[config.mk]
export PLATFORM = sky130hd
export DESIGN_NAME = pal_loader
export DESIGN_NICKNAME = d
export VERILOG_FILES = /design/src/rtl/pal_pkg.sv /design/src/rtl/pal_entry_conv.sv /design/src/rtl/pal_load_ctrl.sv /design/src/rtl/pal_loader.sv
export SDC_FILE = /design/constraint.sdc
export NUM_CORES = 1
export LEC_CHECK = 0
export ABC_CLOCK_PERIOD_IN_PS = 3300
export BUFFER_PORTS_ARGS = -buffer_cell sky130_fd_sc_hd__buf_2
export CORE_UTILIZATION = 49
export DETAILED_ROUTE_END_ITERATION = 12
export PLACE_DENSITY = 0.82
export SLEW_MARGIN = 20
export SYNTH_ARGS = -nofsm -noshare
export SYNTH_HDL_FRONTEND = slang
export SYNTH_SLANG_ARGS = --single-unit
[constraint.sdc]
create_clock -name clk -period 3.3 [get_ports clk]
set_input_delay 0.33 -clock clk [delete_from_list [all_inputs] [get_ports clk]]
set_output_delay 0.33 -clock clk [all_outputs]
set_load 0.05 [all_outputs]
[src/rtl/pal_pkg.sv]
package pal_pkg;

    localparam int TRANSP_BIT = 24;

    typedef struct packed {
        logic       transp;
        logic [7:0] r;
        logic [7:0] g;
        logic [7:0] b;
    } pal_entry_t;

    typedef enum logic [1:0] {
        FMT_565     = 2'd0,
        FMT_565_T   = 2'd1,
        FMT_666_T   = 2'd2,
        FMT_888_T   = 2'd3
    } pal_fmt_e;

    typedef enum logic {
        ST_IDLE = 1'b0,
        ST_LOAD = 1'b1
    } ld_state_e;

endpackage

[src/rtl/pal_entry_conv.sv]
module pal_entry_conv
    import pal_pkg::*;
#(
    parameter int WORD_W = 32
) (
    input  logic [WORD_W-1:0] word,
    input  logic [1:0]        fmt,
    input  logic              mono,
    output pal_entry_t        entry
);
    always_comb begin
        entry = '0;
        case (pal_fmt_e'(fmt))
            FMT_565, FMT_565_T: begin
                entry.r = {word[15:11], 3'b000};
                entry.g = {word[10:5],  2'b00};
                entry.b = {word[4:0],   3'b000};
            end
            FMT_666_T: begin
                entry.r = {word[23:19], 3'b000};
                entry.g = {word[15:10], 2'b00};
                entry.b = {word[7:3],   3'b000};
            end
            default: begin
                entry.r = word[23:16];
                entry.g = word[15:8];
                entry.b = word[7:0];
            end
        endcase
        entry.transp = (pal_fmt_e'(fmt) == FMT_565) ? 1'b0 : word[TRANSP_BIT];
        if (mono) begin
            entry.r = word[7:0];
            entry.g = word[7:0];
            entry.b = word[7:0];
        end
    end
endmodule

[src/rtl/pal_load_ctrl.sv]
module pal_load_ctrl
    import pal_pkg::*;
#(
    parameter int ADDR_W  = 8,
    parameter int DEPTH_W = 3
) (
    input  logic               clk,
    input  logic               rst_n,
    input  logic               start,
    input  logic [DEPTH_W-1:0] depth_sel,
    input  logic [1:0]         fmt_in,
    input  logic               mono_in,
    input  logic               in_valid,
    output logic               in_ready,
    output logic [ADDR_W-1:0]  cnt,
    output logic [1:0]         fmt_cap,
    output logic               mono_cap,
    output logic               loaded,
    output logic               done
);
    typedef struct packed {
        ld_state_e         st;
        logic [ADDR_W-1:0] cnt;
        logic [ADDR_W-1:0] lim;
        logic [1:0]        fmt;
        logic              mono;
        logic              loaded;
        logic              done;
    } ctrl_s;

    ctrl_s s_d, s_q;

    // bits per pixel for a depth code is 2**code; palette used only if it fits the RAM
    function automatic logic cfg_valid(input logic [DEPTH_W-1:0] code);
        int bits;
        bits = 1 << int'(code);
        return (code != '0) && (bits <= ADDR_W);
    endfunction

    function automatic logic [ADDR_W-1:0] cfg_last(input logic [DEPTH_W-1:0] code);
        int bits;
        logic [ADDR_W:0] n;
        bits = 1 << int'(code);
        n = '0;
        n[bits] = 1'b1;
        return ADDR_W'(n - 1'b1);
    endfunction

    logic accept;
    assign accept = (s_q.st == ST_LOAD) && in_valid;

    always_comb begin
        s_d = s_q;
        s_d.done = 1'b0;
        case (s_q.st)
            ST_IDLE: begin
                if (start) begin
                    s_d.fmt    = fmt_in;
                    s_d.mono   = mono_in;
                    s_d.loaded = 1'b1;
                    s_d.cnt    = '0;
                    if (cfg_valid(depth_sel)) begin
                        s_d.st  = ST_LOAD;
                        s_d.lim = cfg_last(depth_sel);
                    end else begin
                        s_d.done = 1'b1;
                    end
                end
            end
            default: begin
                if (accept) begin
                    if (s_q.cnt == s_q.lim) begin
                        s_d.st   = ST_IDLE;
                        s_d.done = 1'b1;
                    end else begin
                        s_d.cnt = s_q.cnt + 1'b1;
                    end
                end
            end
        endcase
    end

    always_ff @(posedge clk) begin
        if (!rst_n) begin
            s_q <= '{st: ST_IDLE, default: '0};
        end else begin
            s_q <= s_d;
        end
    end

    assign in_ready = (s_q.st == ST_LOAD);
    assign cnt      = s_q.cnt;
    assign fmt_cap  = s_q.fmt;
    assign mono_cap = s_q.mono;
    assign loaded   = s_q.loaded;
    assign done     = s_q.done;


    addr_step_chk: assert property (@(posedge clk) disable iff (!rst_n)
        (accept && s_q.cnt != s_q.lim) |=> (in_ready && cnt == $past(cnt) + 1'b1));


    done_after_last_chk: assert property (@(posedge clk) disable iff (!rst_n)
        (accept && s_q.cnt == s_q.lim) |=> (done && !in_ready));


    done_single_chk: assert property (@(posedge clk) disable iff (!rst_n)
        done |=> !done);


    idle_done_chk: assert property (@(posedge clk) disable iff (!rst_n)
        done |-> !in_ready);


    cfg_hold_chk: assert property (@(posedge clk) disable iff (!rst_n)
        (in_ready && $past(in_ready)) |-> ($stable(fmt_cap) && $stable(mono_cap)));
endmodule

[src/rtl/pal_loader.sv]
module pal_loader
    import pal_pkg::*;
#(
    parameter int WORD_W  = 32,
    parameter int ADDR_W  = 8,
    parameter int DEPTH_W = 3,
    localparam int ENTRY_W = $bits(pal_entry_t)
) (
    input  logic               clk,
    input  logic               rst_n,
    input  logic               start,
    input  logic [DEPTH_W-1:0] depth_sel,
    input  logic [1:0]         pal_fmt,
    input  logic               mono,
    input  logic               in_valid,
    input  logic [WORD_W-1:0]  in_data,
    output logic               in_ready,
    output logic               wr_en,
    output logic [ADDR_W-1:0]  wr_addr,
    output logic [ENTRY_W-1:0] wr_data,
    output logic               done,
    output logic               fmt_stale
);
    logic [1:0] fmt_cap;
    logic       mono_cap;
    logic       loaded;
    pal_entry_t entry;

    pal_load_ctrl #(.ADDR_W(ADDR_W), .DEPTH_W(DEPTH_W)) u_ctrl (
        .clk      (clk),
        .rst_n    (rst_n),
        .start    (start),
        .depth_sel(depth_sel),
        .fmt_in   (pal_fmt),
        .mono_in  (mono),
        .in_valid (in_valid),
        .in_ready (in_ready),
        .cnt      (wr_addr),
        .fmt_cap  (fmt_cap),
        .mono_cap (mono_cap),
        .loaded   (loaded),
        .done     (done)
    );

    pal_entry_conv #(.WORD_W(WORD_W)) u_conv (
        .word (in_data),
        .fmt  (fmt_cap),
        .mono (mono_cap),
        .entry(entry)
    );

    assign wr_en     = in_valid && in_ready;
    assign wr_data   = entry;
    assign fmt_stale = loaded && (pal_fmt != fmt_cap);


    blue_pad_chk: assert property (@(posedge clk) disable iff (!rst_n)
        (wr_en && !mono_cap && fmt_cap != 2'd3) |-> (wr_data[2:0] == 3'b000));


    stale_clear_chk: assert property (@(posedge clk) disable iff (!rst_n)
        (start && !in_ready && !$past(!rst_n)) |=> (!fmt_stale || pal_fmt != $past(pal_fmt)));


    no_write_idle_chk: assert property (@(posedge clk) disable iff (!rst_n)
        !in_ready |-> !wr_en);
endmodule

==> reports/qor.yml, run 1 <==
grt_util_all_layers: 0.215
drc: 0
final_cell_area_um2: 1930
post-place-ws_ps: 1400
place_hpwl_um: 2780
antenna_found_initial: 0
finalSetupViolations: 0
setup_tns_ps: 0
drive_above_1_share: 0.358
netlist_top_cells_count: "24 x nand2_1, 22 x dfxtp_1, 22 x nor2b_1"
clkSlewWorstSetupHoldPaths_ps: 120
end_kind: "primary output"
hold_path_class: "primary input to flip-flop"
area_growth_pct: 23.9
hold_slack_ps: 252
num-nets-final: 299
first_global_vias: 1290
seq_area_frac_synth: 0.283
slew_headroom: 0.508
drt-pass1-iter-count: 4
die_h_um: 58.4
crit_type: "flip-flop to primary output"
synth_seq_cells: 22
finalHoldViolations: 0
vias_per_cell: 5.22
fin_crit_sh: 0.689
crit_path_max_fanout: 25
p_per_area_nw_per_um2: 400
start_util: 0.514
clockPowerShare: 0.271
core_area_um2: 3030
via_count: 1555
clock_skew_ps: 7.47
max_cap_violations: 0
h-tree-depth: 1
startpoint_type: "flip-flop"
yosysUniqueCellTypes: 43
outcome: "finished clean"
clockBufferDepth: 2
syn_nets: 239
die_x_um: 58.4
min_period_ps: 2270
postLayoutCoreUtil: 0.638
comb_power_share: 0.358
cts_resized: 0
yosysWarnings: 0
ctsHoldBuffers: 0
synth_area_leaders: "dfxtp_1 28%, nor2b_1 8.8%, nand2_1 5.8%, a211oi_1 4.8%, nor2_1 4.8%"
cp.required_ps: 2970
postCtsSetupRepairBufs: 0
worst_slack_ps: 1030
grt_start_max_net_pins: 28
port_buffers: 71
cts_tree: "yes"
place_area_um2: 1880
synth.most_common_cell: "nand2_1"
io_pins: 79
synth-edff-count: 0
leakage_uw: 0.000930
drv_slew: 0
routedWlPerCell_um: 12.0
cts-buffers-inserted: 3
cts.sinks: 22
synthCells: 195
synth.avg_cell_area_um2: 7.99
pwr-share-seq: 0.371
rsz0062_at_grt: "false"
rows: 20
clk_latency_ps: 310
clock-root-buffer: "clkbuf_4"
worst_slew_pin_slew_ps: 738
synthDominantCellAreaShare: 0.283
cp.arrival_ps: 1940
cellInternalPower_uw: 481
async_reset_ff_frac: 0
post-synth-top-area-cell: "dfxtp_1"
grt_pass1_wl_um: 5820
drt_iter0_drc: 53
power_switching_share: 0.377
diodes: 0
syn-cell-area_um2: 1560
grt.overflow.total: 0
peakVddDrop_mv: 0.249
ant_nets: 0
synth-main-ff-cell: "dfxtp_1"
fmax_mhz: 440
routed_wl_um: 3570
gp_congestion: 0.785
power_switching_uw: 292
die_area_um2: 3410
[sequential cells by signal (all words and copies together) (netlist names)]
signal / count
u_ctrl.mono_cap: 1
u_ctrl.s_q: 8
u_ctrl.fmt_cap: 2
u_ctrl.cnt: 8
u_ctrl.done: 1
u_ctrl.in_ready: 1
u_ctrl.loaded: 1
[critical path, cell delays in order, from the launching register on]
cell and delay (ps):
dfxtp_1 820, nor2_1 270, mux2_2 290, buf_2 250
[cells by family after synthesis]
| group | after synthesis | share of synthesized area |
|---|---|---|
| other | 1 | 0.00241 |
| AO/OA/AOI/OAI | 47 | 0.226 |
| adder cells (fa/ha/maj) | 2 | 0.0161 |
| XOR/XNOR | 14 | 0.0787 |
| multiplexers | 6 | 0.0426 |
| flip-flops | 22 | 0.283 |
| buffers and inverters | 18 | 0.0651 |
| AND/OR/NAND/NOR | 85 | 0.287 |
[power by group through the flow]
stage	clock network [uW]	logic, uW	registers (uW)
2_1_floorplan	0	207	293
3_3_place_gp	0	273	292
3_5_place_dp	0	277	292
4_1_cts	214	277	286
5_1_grt	225	295	288
6_report	209	277	286
[cell type report]
cell class / count / area [um^2]
clock buffers: 3 / 22.5
inverters: 1 / 3.75
fillers: 287 / 1100
multi-input cells: 155 / 1020
repair buffers: 72 / 363
flip-flops and latches: 22 / 440
well taps: 44 / 55.1
clock inverters: 1 / 30.0
[metal layers]
| layer | global-route usage | share of wire | up-vias |
|---|---|---|---|
| li1 | - | - | 785 |
| met1 | 0.294 | 0.45 | 714 |
| met2 | 0.369 | 0.48 | 52 |
| met3 | 0.0242 | 0.054 | 4 |
| met4 | 0.0408 | 0.0081 | 0 |
| met5 | 0 | 0 | - |
[stage by stage]
| step | instances | total power (uW) |
|---|---|---|
| CTS | 298 | 778 |
| floorplan | 195 | 501 |
| detailed placement | 294 | 569 |
| global placement | 294 | 565 |
| finish | 298 | 773 |
| global route | 298 | 808 |
[path summary, 6_finish.rpt]
kind | slack (ps) | from | endpoint | cells after the start
hold / removal | 250 | in_valid | u_ctrl.in_ready | 2
hold reg to reg | 480 | u_ctrl.loaded | u_ctrl.loaded | 1
setup reg to reg | 1690 | u_ctrl.cnt[4] | u_ctrl.cnt[0] | 5
setup / recovery | 1030 | u_ctrl.mono_cap | wr_data[4] | 3
[cells in the final DEF, fill, tap and decap left out, types with 3 or more instances in the layout]
cell type and n:
nand2_1 24, a21boi_0 8, a21oi_1 7, nor2b_1 22, a211oi_1 10, buf_2 71, o21ai_0 4, mux2_2 5
xor2_1 8, o21a_1 3, nor2_1 20, clkbuf_4 3, xnor2_1 6, dfxtp_1 22, a22o_1 4, nand3_1 5
Power figures use the tool's default switching activity.
==> inputs of run 2 (changes only) <==
Settings changed: ABC_CLOCK_PERIOD_IN_PS 3300 to 2120, CORE_UTILIZATION 49 to 46, PLACE_DENSITY 0.82 to 0.78.
Clock period 3.3 ns to 2.12 ns, I/O delays scaled along.
==> run 2 against run 1 <==
Cell area increased by 0.39%. First-iteration DRC count up 51%. Sequential power grew 56%. Register-to-register slack got worse by 1200 ps. Final cell count rose by 0.34%. Non-clock buffer count up 1. Wire length is 0.25% lower. Clock skew increased by 2.9 ps. Worst setup slack worse by 850 ps. Via count down 2.7%. Power up 54%. Die area rose by 6.3%. Critical path type unchanged.
==> reports/qor.yml, run 2 (synthesis gave the netlist of run 1 again) <==
die_area_um2: 3620
num-nets-final: 300
gp_congestion: 0.765
routed.top_layer: "met4"
layout_common_cells: "71 x buf_2, 24 x nand2_1, 22 x nor2b_1, 22 x dfxtp_1, 20 x nor2_1"
crit_path_max_fanout: 12
pwr-share-seq: 0.373
drc: 0
grt.overflow.total: 0
ctsHoldBuffers: 0
ff_latch_area_um2: 440
clkSlewWorstSetupHoldPaths_ps: 130
cts_tree: "yes"
setup_tns_ps: 0
fin_crit_sh: 0.915
ant_nets: 0
outcome: "finished clean"
multiInputGateArea_um2: 1020
rsz0062_at_grt: "false"
port_buffers: 71
end_kind: "primary output"
routed_wl_um: 3560
area_growth_pct: 24.4
crit_type: "flip-flop to primary output"
cp.required_ps: 1910
drive_above_1_share: 0.361
diodes: 0
place_area_um2: 1890
cp.arrival_ps: 1730
hold_path_class: "primary input to flip-flop"
cts-buffers-inserted: 3
met2WireLength_um: 1620
clk_latency_ps: 310
fmax_mhz: 516
drt-pass1-iter-count: 4
min_period_ps: 1940
power_switching_share: 0.372
clockBufferDepth: 2
layout_commonest_cell: "buf_2"
routedWlPerCell_um: 11.9
core_area_um2: 3130
grt_start_max_net_pins: 21
first_global_vias: 1246
wl_met3_um: 180
clockPowerShare: 0.266
cts_resized: 0
die_x_um: 60.2
cellInternalPower_uw: 750
start_util: 0.498
fin_cells: 299
drt_iter0_drc: 80
die_h_um: 60.2
finalHoldViolations: 0
place_hpwl_um: 2800
met1_length_um: 1740
clock-root-buffer: "clkbuf_4"
vias_per_cell: 5.06
startpoint_type: "flip-flop"
leakage_uw: 0.000935
p_per_area_nw_per_um2: 616
hold_slack_ps: 114
io_pins: 79
power_switching_uw: 443
drv_slew: 0
clock_skew_ps: 10.3
antenna_found_initial: 0
peakVddDrop_mv: 0.437
cts.sinks: 22
grt_util_all_layers: 0.195
h-tree-depth: 1
fillers: 296
finalSetupViolations: 0
postCtsSetupRepairBufs: 0
final_cell_area_um2: 1940
comb_power_share: 0.361
placedCellCount: 295
max_cap_violations: 0
grt_pass1_wl_um: 5440
rows: 20
via_count: 1513
## run 2: per-layer routing
metal	global-route usage	vias to the layer above
li1	-	791
met4	0.0199	0
met1	0.249	680
met2	0.341	40
met5	0	-
met3	0.0433	2
## run 2: through the flow
step | util | power (uW) | worst slack [ps]
after global placement | 0.603 | 881 | 509
after CTS | 0.620 | 1200 | 155
after global routing | 0.620 | 1250 | 69.9
final | 0.620 | 1190 | 181
after detailed placement | 0.603 | 886 | 491
after floorplan | - | 779 | 56.9
## run 2: path summary, 6_finish.rpt
path | from | to | slack (ps) | cells after the start
hold reg to reg | u_ctrl.loaded | u_ctrl.loaded | 480 | 1
setup reg to reg | u_ctrl.cnt[4] | u_ctrl.cnt[0] | 530 | 5
hold / removal | in_valid | u_ctrl.in_ready | 110 | 2
setup / recovery | u_ctrl.mono_cap | wr_data[4] | 180 | 3
## run 2: worst max-delay path: stages (launching register included)
cell and delay (ps):
dfxtp_1 440, nor2_1 390, mux2_2 380, buf_2 210
## run 2: power groups by stage
stage / Sequential, uW / Combinational, uW / Clock (uW)
final: 445 / 431 / 318
after global placement: 454 / 427 / 0
after CTS: 445 / 433 / 323
after global routing: 448 / 461 / 341
after floorplan: 456 / 323 / 0
after detailed placement: 454 / 431 / 0
## run 2: cell type report
| type | instances | area share |
|---|---|---|
| multi-input combinational | 155 | 0.524 |
| sequential | 22 | 0.227 |
| timing repair buffer | 73 | 0.191 |
| tap | 44 | 0.0284 |
| clock inverter | 1 | 0.0155 |
| clock buffer | 3 | 0.0116 |
| inverter | 1 | 0.00194 |
